<file path="src/rtl/pcr_pkg.sv">
package pcr_pkg;

  localparam int N_PAIR = 3;
  localparam int N_CH   = 2 * N_PAIR;

  typedef logic [N_PAIR-1:0] pair_mask_t;
  typedef logic [3:0]        rd_idx_t;
  typedef logic [2:0]        ch_idx_t;

  // k-th converted channel (ascending) for a given pair mask
  function automatic ch_idx_t nth_channel(input pair_mask_t pairs, input rd_idx_t k);
    rd_idx_t seen;
    ch_idx_t pick;
    seen = '0;
    pick = '0;
    for (int ch = 0; ch < N_CH; ch++) begin
      if (pairs[ch/2]) begin
        if (seen == k) pick = ch_idx_t'(ch);
        seen = seen + 1'b1;
      end
    end
    return pick;
  endfunction

  // number of reads in a full sequence
  function automatic rd_idx_t read_total(input pair_mask_t pairs, input logic byte_rd);
    rd_idx_t n;
    n = rd_idx_t'($countones(pairs)) << 1;
    return byte_rd ? (n << 1) : n;
  endfunction

  // byte chosen for read half `second` given the ordering select
  function automatic logic [7:0] pick_byte(input logic [15:0] w, input logic hi_sel,
                                           input logic second);
    return (hi_sel ^ second) ? w[15:8] : w[7:0];
  endfunction

endpackage

</file>
<file path="src/rtl/pcr_conv_timer.sv">
module pcr_conv_timer
  import pcr_pkg::*;
#(
  parameter int CONV_CYC = 600
) (
  input  logic       clk,
  input  logic       rst_n,
  input  pair_mask_t start_lvl,
  output pair_mask_t start_rise,
  output pair_mask_t pend_mask,
  output logic       busy,
  output logic       eoc
);

  localparam int TW = $clog2(CONV_CYC + 1);

  pair_mask_t    start_q;
  logic [TW-1:0] timer_q;

  assign start_rise = start_lvl & ~start_q;
  assign eoc        = busy && (timer_q == '0);

  always_ff @(posedge clk or negedge rst_n) begin
    if (!rst_n) begin
      start_q   <= '0;
      timer_q   <= '0;
      busy      <= 1'b0;
      pend_mask <= '0;
    end else begin
      start_q <= start_lvl;
      if (!busy && (|start_rise)) begin
        busy      <= 1'b1;
        timer_q   <= TW'(CONV_CYC - 1);
        pend_mask <= start_rise;
      end else if (eoc) begin
        busy <= 1'b0;
      end else if (busy) begin
        timer_q <= timer_q - 1'b1;
      end
    end
  end

endmodule

</file>
<file path="src/rtl/pcr_result_bank.sv">
module pcr_result_bank
  import pcr_pkg::*;
#(
  parameter int RES_W = 16
) (
  input  logic                  clk,
  input  logic                  rst_n,
  input  logic                  eoc,
  input  pair_mask_t            pend_mask,
  input  logic [N_CH*RES_W-1:0] res_in,
  output logic [N_CH*RES_W-1:0] res_q
);

  localparam int PAIR_W = 2 * RES_W;

  for (genvar p = 0; p < N_PAIR; p++) begin : g_pair
    always_ff @(posedge clk or negedge rst_n) begin
      if (!rst_n) begin
        res_q[p*PAIR_W +: PAIR_W] <= '0;
      end else if (eoc && pend_mask[p]) begin
        res_q[p*PAIR_W +: PAIR_W] <= res_in[p*PAIR_W +: PAIR_W];
      end
    end
  end

endmodule

</file>
<file path="src/rtl/pcr_read_seq.sv">
module pcr_read_seq
  import pcr_pkg::*;
(
  input  logic       clk,
  input  logic       rst_n,
  input  logic       cs_n,
  input  logic       rd_n,
  input  logic       byte_mode,
  input  logic       eoc,
  input  pair_mask_t pend_mask,
  output pair_mask_t done_mask,
  output rd_idx_t    rd_idx,
  output rd_idx_t    total,
  output logic       rd_adv
);

  logic rd_q;

  assign total  = read_total(done_mask, byte_mode);
  assign rd_adv = rd_n && !rd_q && !cs_n;

  always_ff @(posedge clk or negedge rst_n) begin
    if (!rst_n) begin
      rd_q      <= 1'b1;
      done_mask <= '0;
      rd_idx    <= '0;
    end else begin
      rd_q <= rd_n;
      if (eoc) begin
        done_mask <= pend_mask;
        rd_idx    <= '0;
      end else if (rd_adv && (rd_idx + 1'b1 < total)) begin
        rd_idx <= rd_idx + 1'b1;
      end
    end
  end

endmodule

</file>
<file path="src/rtl/pair_conv_readout.sv">
module pair_conv_readout
  import pcr_pkg::*;
#(
  parameter int RES_W   = 16,
  parameter int CLK_MHZ = 200,
  parameter int CONV_NS = 3000
) (
  input  logic                  clk,
  input  logic                  rst_n,
  input  logic                  start_a,
  input  logic                  start_b,
  input  logic                  start_c,
  input  logic [6*RES_W-1:0]    res_in,
  input  logic                  cs_n,
  input  logic                  rd_n,
  input  logic                  byte_mode,
  input  logic                  hi_first,
  output logic                  busy,
  output logic [15:0]           bus_data,
  output logic                  bus_en
);

  localparam int CONV_CYC = (CLK_MHZ * CONV_NS) / 1000;

  pair_mask_t               start_rise;
  pair_mask_t               pend_mask;
  pair_mask_t               done_mask;
  logic                     eoc;
  logic                     rd_adv;
  rd_idx_t                  rd_idx;
  rd_idx_t                  total;
  logic [N_CH*RES_W-1:0]    res_q;
  rd_idx_t                  word_idx;
  ch_idx_t                  ch_sel;
  logic [RES_W-1:0]         res_sel;
  logic [15:0]              word16;
  logic [15:0]              bus_val;

  pcr_conv_timer #(.CONV_CYC(CONV_CYC)) u_timer (
    .clk        (clk),
    .rst_n      (rst_n),
    .start_lvl  ({start_c, start_b, start_a}),
    .start_rise (start_rise),
    .pend_mask  (pend_mask),
    .busy       (busy),
    .eoc        (eoc)
  );

  pcr_result_bank #(.RES_W(RES_W)) u_bank (
    .clk       (clk),
    .rst_n     (rst_n),
    .eoc       (eoc),
    .pend_mask (pend_mask),
    .res_in    (res_in),
    .res_q     (res_q)
  );

  pcr_read_seq u_seq (
    .clk       (clk),
    .rst_n     (rst_n),
    .cs_n      (cs_n),
    .rd_n      (rd_n),
    .byte_mode (byte_mode),
    .eoc       (eoc),
    .pend_mask (pend_mask),
    .done_mask (done_mask),
    .rd_idx    (rd_idx),
    .total     (total),
    .rd_adv    (rd_adv)
  );

  assign word_idx = byte_mode ? (rd_idx >> 1) : rd_idx;
  assign ch_sel   = nth_channel(done_mask, word_idx);
  assign res_sel  = res_q[ch_sel*RES_W +: RES_W];

  always_comb begin
    word16              = '0;
    word16[RES_W-1:0]   = res_sel;
    if (done_mask == '0)
      bus_val = '0;
    else if (byte_mode)
      bus_val = {pick_byte(word16, hi_first, rd_idx[0]), 8'h00};
    else
      bus_val = word16;
  end

  assign bus_en   = !cs_n && !rd_n;
  assign bus_data = bus_en ? bus_val : 16'h0000;

endmodule

</file>
<file path="config.mk">
export PLATFORM = sky130hd
export DESIGN_NAME = pair_conv_readout
export DESIGN_NICKNAME = d
export VERILOG_FILES = /design/src/rtl/pcr_pkg.sv /design/src/rtl/pcr_conv_timer.sv /design/src/rtl/pcr_result_bank.sv /design/src/rtl/pcr_read_seq.sv /design/src/rtl/pair_conv_readout.sv
export SDC_FILE = /design/constraint.sdc
export NUM_CORES = 1
export LEC_CHECK = 0
export BUFFER_PORTS_ARGS = -buffer_cell sky130_fd_sc_hd__clkbuf_2
export CORE_ASPECT_RATIO = 0.9
export CORE_MARGIN = 2
export CORE_UTILIZATION = 52
export CTS_BUF_LIST = sky130_fd_sc_hd__clkbuf_8
export DETAILED_ROUTE_END_ITERATION = 8
export PLACE_DENSITY_LB_ADDON = 0.3
export SKIP_LAST_GASP = 1
export SYNTH_ARGS = -nofsm -noshare
export SYNTH_HDL_FRONTEND = slang
export SYNTH_SLANG_ARGS = --single-unit
</file>
<file path="constraint.sdc">
create_clock -name clk -period 3.5 [get_ports clk]
set_clock_uncertainty 0.2 [all_clocks]
set_input_delay 0.7 -clock clk [delete_from_list [all_inputs] [get_ports clk]]
set_output_delay 0.7 -clock clk [all_outputs]
set_load 0.01 [all_outputs]
</file>
==> results of run 1 <==
## sequential cells by signal, indices dropped and copies added, names as in the netlist
register,cells
u_bank.res_q,96
u_timer.start_q,3
u_seq.done_mask,3
u_seq.rd_idx,4
u_timer.pend_mask,3
u_timer.timer_q,10
u_timer.busy,1
u_seq.rd_q,1
## placed cells by master, fill, tap and decap left out, types with 4 or more instances in the layout
| cell type | Yosys | routed |
|---|---|---|
| a211o_1 | 6 | 6 |
| a21oi_1 | 12 | 9 |
| a22o_1 | 4 | 4 |
| a22oi_1 | 8 | 8 |
| a31oi_1 | 5 | 4 |
| buf_4 | 3 | 75 |
| buf_6 | 9 | 6 |
| clkbuf_2 | 0 | 120 |
| clkbuf_8 | 0 | 17 |
| dfrtp_1 | 120 | 120 |
| ha_1 | 10 | 5 |
| ha_4 | 0 | 4 |
| inv_1 | 13 | 11 |
| inv_6 | 0 | 5 |
| mux2_1 | 91 | 90 |
| mux2_2 | 14 | 12 |
| mux2_4 | 1 | 4 |
| mux2i_1 | 23 | 17 |
| mux2i_2 | 0 | 5 |
| nand2_1 | 34 | 32 |
| nand2_2 | 4 | 6 |
| nand2b_1 | 7 | 7 |
| nand3_1 | 8 | 7 |
| nor2_1 | 32 | 29 |
| nor3_1 | 5 | 4 |
| o21ai_0 | 21 | 18 |
| o21ai_1 | 2 | 5 |
| o22ai_1 | 10 | 6 |
| o22ai_2 | 2 | 5 |
| xnor2_1 | 8 | 8 |
| xor2_1 | 7 | 7 |
## power groups by stage
stage | combinational, W | clock [W] | sequential [W]
global placement | 0.000290 | 0 | 0.00161
detailed placement | 0.000311 | 0 | 0.00162
floorplan | 0.000169 | 0 | 0.00159
CTS | 0.000320 | 0.00130 | 0.00159
finish | 0.000320 | 0.00127 | 0.00160
global route | 0.000358 | 0.00137 | 0.00161
## stage by stage
| stage | TNS (ns) | hold slack, ns | utilization [%] | instance area [sq um] | cells |
|---|---|---|---|---|---|
| 2_1_floorplan | -0.155 | 0.204 | - | 6500 | 545 |
| 3_3_place_gp | -4.34 | 0.270 | 63.6 | 7680 | 874 |
| 3_5_place_dp | -5.51 | 0.274 | 63.6 | 7680 | 874 |
| 4_1_cts | -9.00 | 0.116 | 69.4 | 8380 | 915 |
| 5_1_grt | -10.71 | 0.135 | 70.3 | 8500 | 918 |
| 6_report | -8.99 | 0.114 | 70.3 | 8500 | 918 |
## kinds of logic (layout without fill, tap and decap cells)
| family | after synthesis | after routing |
|---|---|---|
| AOI/OAI and AO/OA | 111 | 111 |
| xor gates and xnor gates | 15 | 15 |
| adders and majority gates | 11 | 11 |
| buffers and inverters | 40 | 251 |
| DFF | 121 | 121 |
| muxes | 129 | 129 |
| and+or+nand+nor | 118 | 120 |
## cell type report
cell class                      instances  area, sq um
Tap cell                              160          200
Clock buffer                           17          234
Multi-Input combinational cell        386         3520
Sequential cell                       121         3030
Inverter                               13         48.8
Timing Repair Buffer                  206         1300
Fill cell                             904         3580
Clock inverter                         15          166
## per-layer routing
layer	track usage, %	vias up	routed length [um]
li1	-	2408	-
met1	35.8	2646	7380
met2	47.8	213	8770
met3	6.90	34	1220
met4	8.54	0	338
met5	0	-	0
## final timing paths
path                            cells after the start  slack (ns)                from                   end
worst max-delay path                               11       -0.64  u_seq.done_mask[1]          bus_data[12]
worst min-delay path                                1        0.11               rst_n      u_bank.res_q[82]
worst max register to register                      6        0.60  u_timer.timer_q[3]      u_bank.res_q[87]
worst min register to register                      1        0.29    u_bank.res_q[31]      u_bank.res_q[31]
max in group asynchronous                           2        2.23               rst_n  u_timer.pend_mask[1]
min in group clk                                    1        0.15                rd_n            u_seq.rd_q
## repair_timing
action,in CTS,in global routing
gates cloned,3,0
setup buffers,7,3
resized for setup,50,17
hold buffers,0,0
setup endpoints to repair,16,16
pin swaps,18,8
==> impl_table.tex, run 1 <==
\begin{tabular}{lr}
\hline
Metric & Value \\
\hline
\multicolumn{2}{l}{\textbf{Logic synthesis}} \\
Async set or reset register ratio after synthesis & 100\% \\
Most common cell in the synthesized netlist & dfrtp\_1 \\
Synthesized netlist net count & 661 \\
Multiplexer area fraction after synthesis & 22.2\% \\
Number of warnings reported in the yosys synthesis log & 0 \\
Share of the synthesized area in the top cell type & 46.7\% \\
Area leader, netlist & dfrtp\_1 \\
Synthesized instance count & 545 \\
Commonest cells post-synth & dfrtp\_1 (120), mux2\_1 (91), nand2\_1 (34) \\
Number of enable-type register cells in the synthesized netlist & 0 \\
Avg Cell Area, Syn & 11.8 sq um \\
Distinct cell type count after synthesis & 67 \\
Seq cells post-synth & 121 \\
Combinational family with the most area after synthesis & multiplexers \\
Adder and majority gate portion of the synthesized area & 2.26\% \\
Main synth FF type & dfrtp\_1 \\
XOR/XNOR share of the synthesized area & 2.05\% \\
Synthesized cell area & 6420 sq um \\
Top post-synthesis cells by area & dfrtp\_1 (47\%), mux2\_1 (16\%), mux2i\_1 (3.6\%) \\
Fraction of the mapped netlist area in compound gates & 13.1\% \\
Sequential-to-total area share from yosys stat & 47.2\% \\
Simple-Gate Fraction of Synth Area & 9.15\% \\
\multicolumn{2}{l}{\textbf{Outcome}} \\
Outcome & complete, but fails checks \\
Violations in the final reports & setup timing \\
\multicolumn{2}{l}{\textbf{Worst setup path}} \\
Worst-path cell with the longest stage delay & dfrtp\_1 \\
CP top delay family & compound AO/OA/AOI/OAI gates \\
Bufs and invs on worst path & 3 \\
Cell type with the highest occurrence count on the critical path & ha\_4 \\
Critical path peak fanout & 7 \\
Slowest cell delay on critical path & 0.41 ns \\
Data required time of the critical path & 2.60 ns \\
Critical path type & flop to primary output \\
Chain of cells forming the critical path & inv\_2 > ha\_4 > ha\_4 > or3\_4 > a21oi\_2 > o22ai\_4 > buf\_4 > a22o\_1 > a221oi\_1 > a211oi\_2 > clkbuf\_2 \\
Worst Path Arrival & 3.24 ns \\
Critical Path End Type & primary output \\
Nature of the critical path startpoint & flop \\
\multicolumn{2}{l}{\textbf{Power and ir drop}} \\
Internal power & 0.00232 W \\
Power density over the cells & 375 nW/um\^{}2 \\
Clock power share & 40.0\% \\
Sequential share of power & 50.0\% \\
Largest voltage drop on the vdd net & 0.000301 V \\
Switching Fraction & 27.4\% \\
Net switching power of the design & 0.000874 W \\
Logic pwr share & 10.0\% \\
Static Leakage & 3.91 nW \\
Overall power consumption & 0.00319 W \\
\multicolumn{2}{l}{\textbf{Floorplanning}} \\
Area of the core & 12100 sq um \\
IO Pins & 123 \\
Die X-Extent & 121 um \\
Starting density of the core & 53.2\% \\
Area of the die & 13300 sq um \\
Standard-cell row count & 38 \\
Overall die height & 109 um \\
\multicolumn{2}{l}{\textbf{Detailed routing}} \\
Violation count after the first detailed-route iteration & 258 \\
WL final & 17700 um \\
Routed wire length per instance & 19.3 um \\
Routed via count divided by cell count & 5.77 \\
Antenna Violating Nets Remaining & 0 \\
DR vias & 5301 \\
Count of unresolved DRC violations after routing & 0 \\
Initial DRT Pass Iterations & 5 \\
\multicolumn{2}{l}{\textbf{Timing}} \\
Final hold viol count & 0 \\
Post-route worst setup slack & -0.644 ns \\
Slew at the pin with the worst max-slew slack & 0.891 ns \\
Max Freq & 0.241 GHz \\
Setup repair after global routing missed its margin & yes \\
Minimum clock period & 4.14 ns \\
Worst relative slew slack & 40.0\% \\
Number of max-slew violations in the final report & 0 \\
Final setup violation count & 16 \\
Final worst-path cycle share & 118\% \\
\multicolumn{2}{l}{\textbf{Global route}} \\
Vias in the first global route & 5577 \\
Global-route usage over all layers & 28.1\% \\
Number of antenna violations at the first check in global routing & 0 \\
Overflow left after global routing & 0 \\
Pin count of the biggest net entering global routing & 57 \\
Wire length of the first global-routing pass & 28200 um \\
\multicolumn{2}{l}{\textbf{CTS}} \\
H-tree levels & 4 \\
Reg clk slew, reported paths & 0.09 ns \\
Clk root buf & clkbuf\_8 \\
Cts bufs inserted & 17 \\
Clock tree from TritonCTS & done \\
Total clock sinks & 121 \\
Maximum buffer depth of the clock tree & 2 \\
Clock latency at the later pin of the worst-skew pair & 0.45 ns \\
\multicolumn{2}{l}{\textbf{Place}} \\
Worst slack at placement & -0.423 ns \\
Gp weighted congestion & 0.873 \\
Count of buffers inserted at the top-level ports & 122 \\
Post-DP HPWL & 12600 um \\
\multicolumn{2}{l}{\textbf{Cells and area}} \\
Final Net Count & 861 \\
Antenna cell count & 0 \\
Fraction of layout instances using a drive strength above 1 & 42.2\% \\
Layout area overhead & 32.3\% \\
\multicolumn{2}{l}{\textbf{Worst hold path}} \\
Tightest Hold Check Type & primary input to async pin \\
\multicolumn{2}{l}{\textbf{Run}} \\
Maximum Capacitance Violations & 0 \\
\hline
\end{tabular}
Note: power is estimated with default switching activity, not from simulation.
==> run 2: changes to the inputs <==
CELL_PAD_IN_SITES_DETAIL_PLACEMENT = 0   (was unset)
CELL_PAD_IN_SITES_GLOBAL_PLACEMENT = 1   (was unset)
CORE_UTILIZATION = 41   (was 52)
==> impl_table.tex, run 2 (synthesis results as in run 1) <==
\begin{tabular}{lr}
\hline
Metric & Value \\
\hline
\multicolumn{2}{l}{\textbf{Detailed routing}} \\
Routed via count divided by cell count & 5.37 \\
WL final & 18100 um \\
Routed wire length per instance & 18.8 um \\
Violation count after the first detailed-route iteration & 302 \\
Antenna Violating Nets Remaining & 0 \\
Count of unresolved DRC violations after routing & 0 \\
DR vias & 5176 \\
Initial DRT Pass Iterations & 5 \\
\multicolumn{2}{l}{\textbf{Cells and area}} \\
Fraction of layout instances using a drive strength above 1 & 44.8\% \\
Layout area overhead & 37.1\% \\
Final standard cell utilization of the core & 57.2\% \\
Antenna cell count & 0 \\
Commonest non-fill, non-tap cell in the layout & dfrtp\_1 \\
Largest Register & u\_bank.res\_q \\
Flip-flop count of the largest register after layout & 96 \\
Largest registers in the final layout & u\_bank.res\_q (96), u\_timer.timer\_q (10), u\_seq.rd\_idx (4) \\
Final Net Count & 864 \\
Highest-count cells in the layout ignoring fill and taps & dfrtp\_1 (120), clkbuf\_2 (115), mux2\_1 (90) \\
Final standard cell count with taps included and fillers excluded & 963 \\
Filler cell count & 1338 \\
\multicolumn{2}{l}{\textbf{Timing}} \\
Setup repair after global routing missed its margin & yes \\
Minimum clock period & 4.16 ns \\
Worst relative slew slack & 41.1\% \\
Final worst-path cycle share & 119\% \\
Setup TNS after final layout & -9.53 ns \\
Max Freq & 0.240 GHz \\
Slew at the pin with the worst max-slew slack & 0.875 ns \\
Final setup violation count & 16 \\
Post-route worst setup slack & -0.663 ns \\
Final hold viol count & 0 \\
Number of max-slew violations in the final report & 0 \\
\multicolumn{2}{l}{\textbf{CTS}} \\
H-tree levels & 4 \\
Clock tree from TritonCTS & done \\
Cts bufs inserted & 17 \\
Clk root buf & clkbuf\_8 \\
Maximum buffer depth of the clock tree & 2 \\
Total clock sinks & 121 \\
Reg clk slew, reported paths & 0.08 ns \\
Clock latency at the later pin of the worst-skew pair & 0.45 ns \\
\multicolumn{2}{l}{\textbf{Power and ir drop}} \\
Logic pwr share & 9.8\% \\
Power density over the cells & 373 nW/um\^{}2 \\
Switching Fraction & 27.0\% \\
Clock power share & 41.5\% \\
Net switching power of the design & 0.000885 W \\
Overall power consumption & 0.00328 W \\
Sequential share of power & 48.7\% \\
Static Leakage & 3.98 nW \\
Largest voltage drop on the vdd net & 0.000302 V \\
Internal power & 0.00240 W \\
\multicolumn{2}{l}{\textbf{Floorplanning}} \\
Area of the die & 16700 sq um \\
Starting density of the core & 41.7\% \\
Overall die height & 123 um \\
Die X-Extent & 136 um \\
IO Pins & 123 \\
Standard-cell row count & 43 \\
Area of the core & 15400 sq um \\
\multicolumn{2}{l}{\textbf{Place}} \\
Post-DP HPWL & 12800 um \\
Gp weighted congestion & 0.878 \\
Worst slack at placement & -0.449 ns \\
Count of buffers inserted at the top-level ports & 122 \\
Placed cell count & 919 \\
\multicolumn{2}{l}{\textbf{Worst setup path}} \\
Critical path type & flop to primary output \\
Worst Path Arrival & 3.26 ns \\
Critical Path End Type & primary output \\
Nature of the critical path startpoint & flop \\
Data required time of the critical path & 2.60 ns \\
Critical path peak fanout & 6 \\
\multicolumn{2}{l}{\textbf{Run}} \\
Maximum Capacitance Violations & 0 \\
\multicolumn{2}{l}{\textbf{Outcome}} \\
Outcome & complete, but fails checks \\
Violations in the final reports & setup timing \\
\multicolumn{2}{l}{\textbf{Worst hold path}} \\
Tightest Hold Check Type & primary input to async pin \\
\multicolumn{2}{l}{\textbf{Global route}} \\
Number of antenna violations at the first check in global routing & 1 \\
Wire length of the first global-routing pass & 29200 um \\
Global-route usage over all layers & 23.2\% \\
Pin count of the biggest net entering global routing & 75 \\
Overflow left after global routing & 0 \\
Vias in the first global route & 5482 \\
\hline
\end{tabular}
==> run 2: final timing paths <==
path | startpoint | to | slack [ns] | cells past startpoint
worst min register to register | u_bank.res_q[88] | u_bank.res_q[88] | 0.30 | 1
worst min-delay path | rst_n | u_seq.rd_idx[1] | 0.05 | 1
max in group asynchronous | rst_n | u_bank.res_q[41] | 2.25 | 2
worst max register to register | u_timer.timer_q[3] | u_bank.res_q[4] | 0.43 | 6
min in group clk | rd_n | u_seq.rd_q | 0.15 | 1
worst max-delay path | u_seq.done_mask[0] | bus_data[8] | -0.66 | 10
==> run 2: worst max-delay path, cell delays in order, from the launching register on <==
cell	delay, ns
dfrtp_1	0.41
buf_6	0.14
ha_4	0.15
or3b_1	0.38
mux2_4	0.30
a221o_4	0.47
nand2_8	0.18
mux2i_4	0.28
o22ai_2	0.09
a211o_1	0.28
clkbuf_2	0.14
==> run 2: repair_timing <==
| item | 4_1_cts | 5_1_grt |
|---|---|---|
| pin swaps | 32 | 16 |
| gates cloned | 2 | 0 |
| setup buffers | 7 | 4 |
| setup endpoints to repair | 16 | 16 |
| resized for setup | 76 | 37 |
| hold buffers | 0 | 0 |
==> run 2: final cells by class <==
class / count / area, sq um / share of cell area [%]
clock buffers: 17 / 234 / 2.66
clock inverters: 15 / 190 / 2.16
inverters: 13 / 48.8 / 0.554
multi-input cells: 386 / 3700 / 42.1
flip-flops and latches: 121 / 3030 / 34.4
well taps: 202 / 253 / 2.87
repair buffers: 209 / 1350 / 15.3
==> run 2: layer usage <==
metal	part of all wire (%)	GRT usage (%)
met1	45	31.5
met2	48	37.0
met3	5.5	6.20
met4	1.1	6.25
met5	0.072	0
==> run 2: stage by stage <==
step / instance area [sq um] / hold slack [ns]
3_3_place_gp: 7740 / 0.274
5_1_grt: 8810 / 0.0850
4_1_cts: 8600 / 0.0600
2_1_floorplan: 6500 / 0.204
6_report: 8810 / 0.0474
3_5_place_dp: 7740 / 0.280
==> run 2: power groups by stage <==
| stage | combinational, W | clock [W] | sequential (W) |
|---|---|---|---|
| 3_5_place_dp | 0.000310 | 0 | 0.00161 |
| 6_report | 0.000322 | 0.00136 | 0.00160 |
| 4_1_cts | 0.000322 | 0.00139 | 0.00159 |
| 3_3_place_gp | 0.000296 | 0 | 0.00161 |
| 2_1_floorplan | 0.000169 | 0 | 0.00159 |
| 5_1_grt | 0.000363 | 0.00147 | 0.00161 |
